[config.mk]
export PLATFORM = sky130hd
export DESIGN_NAME = txpkt_fifo
export DESIGN_NICKNAME = d
export VERILOG_FILES = /design/src/rtl/txf_pkg.sv /design/src/rtl/txf_mem.sv /design/src/rtl/txf_ctrl.sv /design/src/rtl/txpkt_fifo.sv
export SDC_FILE = /design/constraint.sdc
export NUM_CORES = 1
export LEC_CHECK = 0
export BUFFER_PORTS_ARGS = -buffer_cell sky130_fd_sc_hd__buf_2
export CORE_UTILIZATION = 45
export CTS_BUF_LIST = sky130_fd_sc_hd__clkbuf_4 sky130_fd_sc_hd__clkbuf_8 sky130_fd_sc_hd__clkbuf_16
export DETAILED_ROUTE_END_ITERATION = 7
export PLACE_DENSITY = 0.69
export SKIP_CTS_REPAIR_TIMING = 1
export SLEW_MARGIN = 20
export SYNTH_ARGS = -nofsm -noshare
export SYNTH_HDL_FRONTEND = slang
export SYNTH_SLANG_ARGS = --single-unit
[constraint.sdc]
create_clock -name clk -period 8.6 [get_ports clk]
set_input_delay 0.43 -clock clk [delete_from_list [all_inputs] [get_ports clk]]
set_output_delay 0.43 -clock clk [all_outputs]
set_load 0.02 [all_outputs]
[src/rtl/txf_pkg.sv]
package txf_pkg;
  typedef enum logic [1:0] {
    ST_HOLD = 2'd0,
    ST_WAKE = 2'd1,
    ST_HUNT = 2'd2,
    ST_RUN  = 2'd3
  } txf_state_e;

  localparam int FLAG_W = 2;
endpackage

[src/rtl/txf_mem.sv]
module txf_mem #(
  parameter int WORD_W = 34,
  parameter int DEPTH  = 16,
  localparam int AW    = (DEPTH > 1) ? $clog2(DEPTH) : 1
) (
  input  logic              clk,
  input  logic              we,
  input  logic [AW-1:0]     waddr,
  input  logic [WORD_W-1:0] wdata,
  input  logic              re,
  input  logic [AW-1:0]     raddr,
  output logic [WORD_W-1:0] rdata
);
  logic [WORD_W-1:0] ram [DEPTH];

  always_ff @(posedge clk) begin
    if (we) ram[waddr] <= wdata;
    if (re) rdata <= ram[raddr];
  end
endmodule

[src/rtl/txf_ctrl.sv]
module txf_ctrl
  import txf_pkg::*;
#(
  parameter int PWR_CYC = 16,
  localparam int WC_W   = (PWR_CYC > 1) ? $clog2(PWR_CYC) : 1
) (
  input  logic       clk,
  input  logic       rst,
  input  logic       cfg_wr,
  input  logic       cfg_hold,
  input  logic       sop_seen,
  output txf_state_e st_q,
  output txf_state_e st_nx
);
  logic [WC_W-1:0] wc_q, wc_nx;

  always_comb begin
    st_nx = st_q;
    wc_nx = wc_q;
    if (cfg_wr && cfg_hold) begin
      st_nx = ST_HOLD;
    end else begin
      case (st_q)
        ST_HOLD: if (cfg_wr && !cfg_hold) begin
          st_nx = ST_WAKE;
          wc_nx = '0;
        end
        ST_WAKE: if (wc_q == WC_W'(PWR_CYC - 1)) st_nx = ST_HUNT;
                 else wc_nx = wc_q + 1'b1;
        ST_HUNT: if (sop_seen) st_nx = ST_RUN;
        default: ;
      endcase
    end
  end

  always_ff @(posedge clk) begin
    if (rst) begin
      st_q <= ST_HOLD;
      wc_q <= '0;
    end else begin
      st_q <= st_nx;
      wc_q <= wc_nx;
    end
  end

  AST_WAKE_CNT_RANGE: assert property (@(posedge clk) disable iff (rst)
    (st_q == ST_WAKE) |-> (wc_q <= WC_W'(PWR_CYC - 1)));
  AST_HUNT_AFTER_WAKE: assert property (@(posedge clk) disable iff (rst)
    (st_q == ST_HUNT && $past(st_q) != ST_HUNT) |-> ($past(st_q) == ST_WAKE));
  AST_RUN_NEEDS_SOP: assert property (@(posedge clk) disable iff (rst)
    (st_q == ST_RUN && $past(st_q) == ST_HUNT) |-> $past(sop_seen));
endmodule

[src/rtl/txpkt_fifo.sv]
module txpkt_fifo
  import txf_pkg::*;
#(
  parameter int DATA_W    = 32,
  parameter int DEPTH     = 16,
  parameter int SPACE_MIN = 8,
  parameter int PWR_CYC   = 16,
  parameter int ADDR_W    = 5,
  parameter int PORT_ADDR = 3
) (
  input  logic              clk,
  input  logic              rst,
  input  logic              cfg_wr,
  input  logic              cfg_hold,
  input  logic              ovf_clr,
  output logic              ctl_hold,
  output logic              ovf,
  input  logic              sel_vld,
  input  logic [ADDR_W-1:0] sel_addr,
  input  logic              wr_en,
  input  logic [DATA_W-1:0] wr_data,
  input  logic              wr_sop,
  input  logic              wr_eop,
  output logic              space_ok,
  output logic              rd_valid,
  input  logic              rd_ready,
  output logic [DATA_W-1:0] rd_data,
  output logic              rd_sop,
  output logic              rd_eop
);
  localparam int AW     = (DEPTH > 1) ? $clog2(DEPTH) : 1;
  localparam int CNT_W  = $clog2(DEPTH + 1);
  localparam int WORD_W = DATA_W + FLAG_W;
  localparam logic [CNT_W-1:0] DEPTH_C = CNT_W'(DEPTH);
  localparam logic [CNT_W-1:0] SPACE_C = CNT_W'(SPACE_MIN);

  txf_state_e st_q, st_nx;
  logic              selected_q;
  logic [AW-1:0]     wptr_q, rptr_q;
  logic [CNT_W-1:0]  count_q, count_nx;
  logic              hold_req, live, full;
  logic              store_ok, wr_try, push, pop, sop_seen;
  logic [WORD_W-1:0] mem_rdata;

  assign hold_req = cfg_wr && cfg_hold;
  assign live     = (st_q == ST_HUNT) || (st_q == ST_RUN);
  assign full     = (count_q == DEPTH_C);
  assign store_ok = (st_q == ST_RUN) || (st_q == ST_HUNT && wr_sop);
  assign wr_try   = wr_en && selected_q && store_ok && !hold_req;
  assign push     = wr_try && !full;
  assign pop      = live && !hold_req && (count_q != '0) && (!rd_valid || rd_ready);
  assign sop_seen = wr_en && selected_q && wr_sop;

  txf_ctrl #(.PWR_CYC(PWR_CYC)) u_ctrl (
    .clk      (clk),
    .rst      (rst),
    .cfg_wr   (cfg_wr),
    .cfg_hold (cfg_hold),
    .sop_seen (sop_seen),
    .st_q     (st_q),
    .st_nx    (st_nx)
  );

  txf_mem #(.WORD_W(WORD_W), .DEPTH(DEPTH)) u_mem (
    .clk   (clk),
    .we    (push),
    .waddr (wptr_q),
    .wdata ({wr_sop, wr_eop, wr_data}),
    .re    (pop),
    .raddr (rptr_q),
    .rdata (mem_rdata)
  );

  assign ctl_hold = (st_q == ST_HOLD);
  assign {rd_sop, rd_eop, rd_data} = mem_rdata;

  always_comb begin
    if (st_nx == ST_HOLD) count_nx = '0;
    else count_nx = count_q + CNT_W'(push) - CNT_W'(pop);
  end

  always_ff @(posedge clk) begin
    if (rst) begin
      selected_q <= 1'b0;
      wptr_q     <= '0;
      rptr_q     <= '0;
      count_q    <= '0;
      rd_valid   <= 1'b0;
      space_ok   <= 1'b0;
      ovf        <= 1'b0;
    end else begin
      count_q  <= count_nx;
      space_ok <= ((st_nx == ST_HUNT) || (st_nx == ST_RUN)) &&
                  ((DEPTH_C - count_nx) >= SPACE_C);
      if (st_nx == ST_HOLD) begin
        selected_q <= 1'b0;
        wptr_q     <= '0;
        rptr_q     <= '0;
        rd_valid   <= 1'b0;
      end else begin
        if (sel_vld) selected_q <= (sel_addr == ADDR_W'(PORT_ADDR));
        if (push) wptr_q <= wptr_q + 1'b1;
        if (pop) begin
          rptr_q   <= rptr_q + 1'b1;
          rd_valid <= 1'b1;
        end else if (rd_ready) begin
          rd_valid <= 1'b0;
        end
      end
      if (ovf_clr) ovf <= 1'b0;
      else if (wr_try && full) ovf <= 1'b1;
    end
  end

  AST_HOLD_NO_SPACE: assert property (@(posedge clk) disable iff (rst)
    (st_q == ST_HOLD || st_q == ST_WAKE) |-> !space_ok);
  AST_HOLD_NO_VALID: assert property (@(posedge clk) disable iff (rst)
    (st_q == ST_HOLD) |-> !rd_valid);
  AST_HOLD_EMPTY: assert property (@(posedge clk) disable iff (rst)
    (st_q == ST_HOLD) |-> (count_q == '0));
  AST_HOLD_UNSELECT: assert property (@(posedge clk) disable iff (rst)
    (st_q == ST_HOLD) |-> !selected_q);
  AST_NO_OVERFLOW: assert property (@(posedge clk) disable iff (rst)
    count_q <= DEPTH_C);
  AST_STALL_STABLE: assert property (@(posedge clk) disable iff (rst)
    (rd_valid && !rd_ready && !hold_req) |=> (rd_valid && $stable(mem_rdata)));
  AST_SPACE_THRESH: assert property (@(posedge clk) disable iff (rst)
    space_ok |-> ((DEPTH_C - count_q) >= SPACE_C));
endmodule

==> results of run 1 <==
-- path summary, 6_finish.rpt --
check | depth (start not counted) | startpoint | end | slack, ns
min | 2 | rst | u_ctrl.wc_q[1]$_SDFFE_PP0P_ | 0.04
min reg2reg | 2 | u_ctrl.wc_q[1]$_SDFFE_PP0P_ | u_ctrl.wc_q[1]$_SDFFE_PP0P_ | 0.49
max | 15 | count_q[2]$_SDFF_PP0_ | space_ok$_SDFF_PP0_ | 5.11
max reg2reg | 15 | count_q[2]$_SDFF_PP0_ | space_ok$_SDFF_PP0_ | 5.11
-- cell families (layout without fill, tap and decap cells) --
group	after synthesis	in the layout	synth area share
xor gates and xnor gates	12	12	0.00460
DFF	601	601	0.780
muxes	173	173	0.174
other	0	1	0
and+or+nand+nor	76	76	0.0160
adders and majority gates	13	13	0.00744
AOI/OAI and AO/OA	14	14	0.00449
buffers and inverters	57	227	0.0143
-- cell usage in the layout (no fill, tap or decap), drive strengths merged, types with 2 or more instances in the layout --
cell type  count
edfxtp       578
mux4         170
buf          106
clkbuf        71
nor2          36
clkinv        27
dfxtp         23
inv           15
ha            12
nand2         10
nor3           9
xor2           7
a21oi          6
xnor2          5
bufinv         5
nand2b         4
nor4b          3
mux2i          3
nand4          3
nor2b          2
nand3          2
clkinvlp       2
-- sequential cells by signal, summed over array words and instances (netlist names), 2 cells and up --
register / cells
count_q: 5
wptr_q: 4
u_mem.ram: 544
rptr_q: 4
u_ctrl.st_q: 2
u_mem.rdata: 34
u_ctrl.wc_q: 4
-- layer usage --
layer | share of wire | up-vias
li1 | - | 4294
met1 | 0.42 | 5487
met2 | 0.50 | 307
met3 | 0.051 | 79
met4 | 0.025 | 2
met5 | 0.00035 | -
-- final cells by class --
cell class                      count  area (um^2)
Inverter                           13         48.8
Antenna cell                        1         2.50
Timing Repair Buffer              107          599
Fill cell                        3812        24100
Clock inverter                     36          348
Tap cell                          672          841
Multi-Input combinational cell    288         4830
Clock buffer                       71         1550
Sequential cell                   601        17800
-- cells in the mapped netlist, drive strengths merged --
cell / number / area (um^2)
edfxtp: 578 / 17400
mux4: 170 / 3940
nor2: 36 / 135
clkbuf: 23 / 86.3
dfxtp: 23 / 460
buf: 21 / 193
inv: 13 / 48.8
ha: 12 / 150
nand2: 10 / 37.5
nor3: 9 / 50.1
xor2: 7 / 61.3
a21oi: 6 / 30.0
xnor2: 5 / 43.8
nand2b: 4 / 25.0
mux2i: 3 / 30.0
nand4: 3 / 18.8
nor4b: 3 / 26.3
nand3: 2 / 10.0
nor2b: 2 / 12.5
a211oi: 1 / 7.51
a21bo: 1 / 10.0
a21o: 1 / 7.51
a31o: 1 / 8.76
a41o: 1 / 10.0
and2: 1 / 6.26
and3: 1 / 6.26
fa: 1 / 20.0
nand4b: 1 / 8.76
nor3b: 1 / 7.51
nor4: 1 / 6.26
nor4bb: 1 / 10.0
o211ai: 1 / 7.51
o21ba: 1 / 10.0
o221a: 1 / 11.3
or3: 1 / 6.26
-- power groups by stage --
stage | clock network [mW] | registers, mW | logic, mW
detailed placement | 0 | 3.26 | 0.0512
CTS | 2.55 | 3.20 | 0.0512
finish | 2.51 | 3.20 | 0.0513
global route | 2.66 | 3.20 | 0.0571
floorplan | 0 | 3.27 | 0.00652
global placement | 0 | 3.26 | 0.0475
-- stage by stage --
stage	cell area, um^2	util	cells
floorplan	22900	-	946
global placement	24100	0.481	1680
detailed placement	24100	0.481	1680
CTS	26000	0.519	1787
global route	26000	0.519	1789
finish	26000	0.519	1789
==> out/qor.csv, run 1 <==
metric;value;unit
fin. max-slew vios;0;
max-cap viol count;0;
Seq pwr share;0.556;
largest net degree at the start of global routing;77;
unrepaired setup endpoints after global routing;false;
Post-Synthesis Cells;946;
critical path's largest stage delay;0.60;ns
skew final;0.0307;ns
VDD IR max;0.000173;V
net switching power;1.12;mW
clk buf depth;3;
setup ws final;5.11;ns
clock-pin slew on the worst setup and hold paths;0.07;ns
drt first pass iters;4;
Netlist cell types;41;
number of global-route vias before repair;10731;
antenna-violating nets left;0;
first-pass GRT wire length;68700;um
crit end category;register;
Worst Path Arrival;3.98;ns
CTS tree;built;
# setup viols final;0;
flop and latch count out of synthesis;601;
vias per cell;5.68;
Initial Util;0.456;
die area;51700;um^2
drt drc;0;
tightest hold margin;0.0447;ns
Synth warnings;0;
crit-path leading delay family;adder cells;
Sink Count;601;
met3 usage;0.0297;
post-detail-place hpwl;25000;um
CTS Buf Count;58;
gr busiest metal;met2;
Design Power;5.76;mW
Avg Inst Size Synth;24.2;um^2
status;finished, final reports clean;
internal power;4.65;mW
grt met2 use;0.307;
Synthesized Nets;1006;
die span in x;227;um
Core ar.;50200;um^2
total number of vias;10169;
gr ovfl total;0;
gr usage total;0.185;
DRT iter0 DRCs;972;
CP Launch Type;register;
Max Freq;286;MHz
relative slew slack;0.269;
CP Data Required Time;9.09;ns
Final Critical Period;3.49;ns
sw frac;0.193;
slowest CP cell;buf_4;
Routed wire per std cell;25.8;um
crit path max fanout;39;
post-synthesis sequential area ratio;0.780;
Worst-Margin Slew;1.10;ns
Tightest Hold Check Type;in2reg;
fin crit share;0.406;
GR Util met1;0.251;
Static Leakage;8.04;nW
share of cells above drive strength 1;0.328;
post-synthesis cell area;22900;um^2
CTS root buffer;clkbuf_16;
I/O pin count;85;
H-tree levels;2;
Setup TNS Final;0;ns
final hold vios;0;
Final Wtd Congestion;0.761;
crit path kind;reg2reg;
FP Rows;82;
Die Ht;227;um
CP bufs+invs;4;
power share of the clock group;0.435;
I/O Buffers;84;
Comb power frac;0.009;
synthesis-to-finish area growth;13.9;%
layout net count;1129;
Post-Route WL;46200;um
Place WS;5.07;ns
critical-path cell list;inv_1 -> ha_1 -> nor4b_1 -> nor3_2 -> buf_4 -> ha_1 -> inv_1 -> ha_1 -> inv_1 -> fa_1 -> nand2b_1 -> a21oi_1 -> xnor2_1 -> nor4b_1 -> a211oi_1;
Power Density;221;nW/um^2
antenna violations before repair;2;
Clock Latency Late Sink;0.63;ns
(Power assumes the default switching activity.)
==> inputs of run 2 (changes only) <==
--- a/config.mk
+++ b/config.mk
@@ -9,7 +9,7 @@
 export CORE_UTILIZATION = 45
 export CTS_BUF_LIST = sky130_fd_sc_hd__clkbuf_4 sky130_fd_sc_hd__clkbuf_8 sky130_fd_sc_hd__clkbuf_16
 export DETAILED_ROUTE_END_ITERATION = 7
-export PLACE_DENSITY = 0.69
+export PLACE_DENSITY = 0.71
 export SKIP_CTS_REPAIR_TIMING = 1
 export SLEW_MARGIN = 20
 export SYNTH_ARGS = -nofsm -noshare
==> constraint.sdc (replaced) <==
create_clock -name clk -period 2.9 [get_ports clk]
set_input_delay 0.145 -clock clk [delete_from_list [all_inputs] [get_ports clk]]
set_output_delay 0.145 -clock clk [all_outputs]
set_load 0.02 [all_outputs]
==> run 2 against run 1 <==
Against the previous run:
- setup slack worse by 5.0 ns
- global-route usage down 0.18 points
- total power rose to 3.0 times the previous value
- register-to-register slack got worse by 5.0 ns
- core utilization rose by 2.0 points
- die area unchanged
- via count increased by 1.9%
- sequential share of layout area down 2.6 points
- maximum frequency rose by 25%
- sequential power grew to 3.0 times the previous value
- clock power grew to 3.0 times the previous value
- clock skew fell by 0.014 ns
==> out/qor.csv, run 2 (same netlist as run 1, synthesis figures left out) <==
metric;value;unit;change
status;finished, final reports clean;;
VDD IR max;0.000479;V;+180%
Power Density;633;nW/um^2;+190%
Reg-to-Reg Start;count_q[2]$_SDFF_PP0_;;
Worst R2R Path Depth;15;;unchanged
die span in x;227;um;unchanged
Static Leakage;8.42;nW;+4.8%
clock-pin slew on the worst setup and hold paths;0.06;ns;about the same
fin crit share;0.965;;+0.559
Min-Delay Endpoint;u_ctrl.st_q[0]$_SDFF_PP0_;;
slowest CP cell;fa_2;;
Reg2Reg Setup Slack;0.10;ns;-5.00 ns
critical path's largest stage delay;0.41;ns;-0.19 ns
number of global-route vias before repair;10675;;-0.52%
final hold vios;0;;unchanged
CTS tree;built;;
drt drc;0;;unchanged
clk buf depth;3;;unchanged
max-cap viol count;0;;unchanged
layout net count;1200;;+6.3%
skew final;0.0168;ns;-0.0139 ns
critical-path cell list;inv_2 -> ha_2 -> nor4bb_4 -> nor3_2 -> inv_1 -> ha_1 -> inv_2 -> ha_4 -> inv_2 -> fa_2 -> nand2b_4 -> a21oi_4 -> xnor2_2 -> nor4b_2 -> a211oi_1;;
CTS root buffer;clkbuf_16;;
antenna violations before repair;0;;-2
I/O Buffers;84;;unchanged
synthesis-to-finish area growth;18.4;%;
crit path kind;reg2reg;;
I/O pin count;85;;unchanged
Place WS;-0.130;ns;-5.20 ns
ANT cells;0;;-1
Routed wire per std cell;24.8;um;-4.0%
Clock Latency Late Sink;0.62;ns;about the same
reg2reg end;space_ok$_SDFF_PP0_;;
relative slew slack;0.471;;+0.203
most common cell after layout, fill and taps aside;edfxtp_1;;
Worst-Margin Slew;0.793;ns;-0.304 ns
setup ws final;0.102;ns;-5.00 ns
total number of vias;10362;;+1.9%
Tightest Hold Check Type;in2reg;;
CP Data Required Time;3.37;ns;-5.72 ns
Final Wtd Congestion;0.727;;-4.5%
vias per cell;5.57;;-2.0%
H-tree levels;2;;unchanged
worst hold start;wr_en;;
die area;51700;um^2;unchanged
FP Rows;82;;unchanged
CTS Buf Count;60;;+3.4%
# setup viols final;0;;unchanged
CP Launch Type;register;;
gr usage total;0.184;;-0.00181
antenna-violating nets left;0;;unchanged
CP bufs+invs;4;;unchanged
largest net degree at the start of global routing;66;;-14%
crit-path leading delay family;adder cells;;
Core ar.;50200;um^2;unchanged
gr ovfl total;0;;unchanged
final core utilization;0.539;;+0.0202
max reg flops;544;;unchanged
Max Freq;357;MHz;+25%
Initial Util;0.456;;unchanged
post-detail-place hpwl;23900;um;-4.4%
first-pass GRT wire length;67900;um;-1.2%
DRT iter0 DRCs;910;;-6.4%
crit end category;register;;
biggest regs;u_mem.ram x544, u_mem.rdata x34, count_q x5;;
Die Ht;227;um;unchanged
drt first pass iters;4;;unchanged
worst hold stages;4;;+2
fin. max-slew vios;0;;unchanged
most frequent cells in the layout;edfxtp_1 (578), mux4_2 (141), buf_2 (84);;
crit-path most repeated cell;inv_2;;
Post-Route WL;46100;um;-0.11%
crit path max fanout;3;;-92%
share of cells above drive strength 1;0.347;;+0.0194
Sink Count;601;;unchanged
Final Critical Period;2.80;ns;-0.695 ns
Worst Path Arrival;3.27;ns;-0.71 ns
Largest Register;u_mem.ram;;
[run 2: changes by cell type in the layout (fill, tap and decap cells not counted), moves of 3 or more]
| cell | before | now |
|---|---|---|
| dlygate4sd3_1 | 1 | 42 |
| buf_12 | 0 | 20 |
| buf_4 | 21 | 30 |
| nor3_2 | 6 | 1 |
| nor3_4 | 0 | 5 |
| clkbuf_16 | 58 | 62 |
| inv_1 | 13 | 9 |
| inv_2 | 0 | 4 |
| clkinv_1 | 14 | 17 |
| clkinv_4 | 3 | 0 |
[run 2: layout make-up]
type	count	area, um^2
clock buffers	73	1630
clock inverters	38	280
fillers	3709	23100
inverters	13	48.8
multi-input cells	288	4960
flip-flops and latches	601	17800
well taps	672	841
repair buffers	176	1470
[run 2: tightest hold or removal path: cells and delay by family]
kind / cells / cell delay, ns
AOI/OAI and AO/OA: 2 / 0.34
and+or+nand+nor: 1 / 0.09
buffers and inverters: 1 / 0.09
[run 2: how the worst max path moves through the flow]
stage,cells after the start,endpoint,start,slack [ns]
floorplan,14,space_ok$_SDFF_PP0_,count_q[2]$_SDFF_PP0_,-0.63
global placement,15,space_ok$_SDFF_PP0_,count_q[3]$_SDFF_PP0_,0.05
detailed placement,15,space_ok$_SDFF_PP0_,count_q[2]$_SDFF_PP0_,-0.13
CTS,15,space_ok$_SDFF_PP0_,count_q[2]$_SDFF_PP0_,-0.15
global route,15,space_ok$_SDFF_PP0_,count_q[2]$_SDFF_PP0_,-0.05
finish,15,space_ok$_SDFF_PP0_,count_q[2]$_SDFF_PP0_,0.10
[run 2: metal layers]
layer / track usage / wire length, um / up-vias
met5: 0 / 0 / -
met4: 0.0541 / 894 / 0
met3: 0.0332 / 2760 / 70
met2: 0.296 / 22900 / 317
met1: 0.257 / 19600 / 5534
li1: - / - / 4441
[run 2: where the power goes]
part / total (mW) / internal [mW] / leakage [nW] / switching (mW)
clock network: 7.44 / 4.26 / 0.946 / 3.17
logic: 0.196 / 0.0679 / 2.10 / 0.128
registers: 9.49 / 9.49 / 5.38 / 0.00158
[run 2: metrics by stage]
step | std cells | TNS (ns) | hold slack [ns] | power [mW] | cell area, um^2
3_3_place_gp | 1707 | 0 | 0.312 | 9.82 | 24600
5_1_grt | 1861 | -0.0488 | 0.107 | 17.6 | 27100
2_1_floorplan | 946 | -1.23 | 0.214 | 9.70 | 23000
4_1_cts | 1818 | -0.152 | -0.336 | 17.2 | 26600
3_5_place_dp | 1707 | -0.130 | 0.312 | 9.83 | 24600
6_report | 1861 | 0 | 0.0897 | 17.1 | 27100
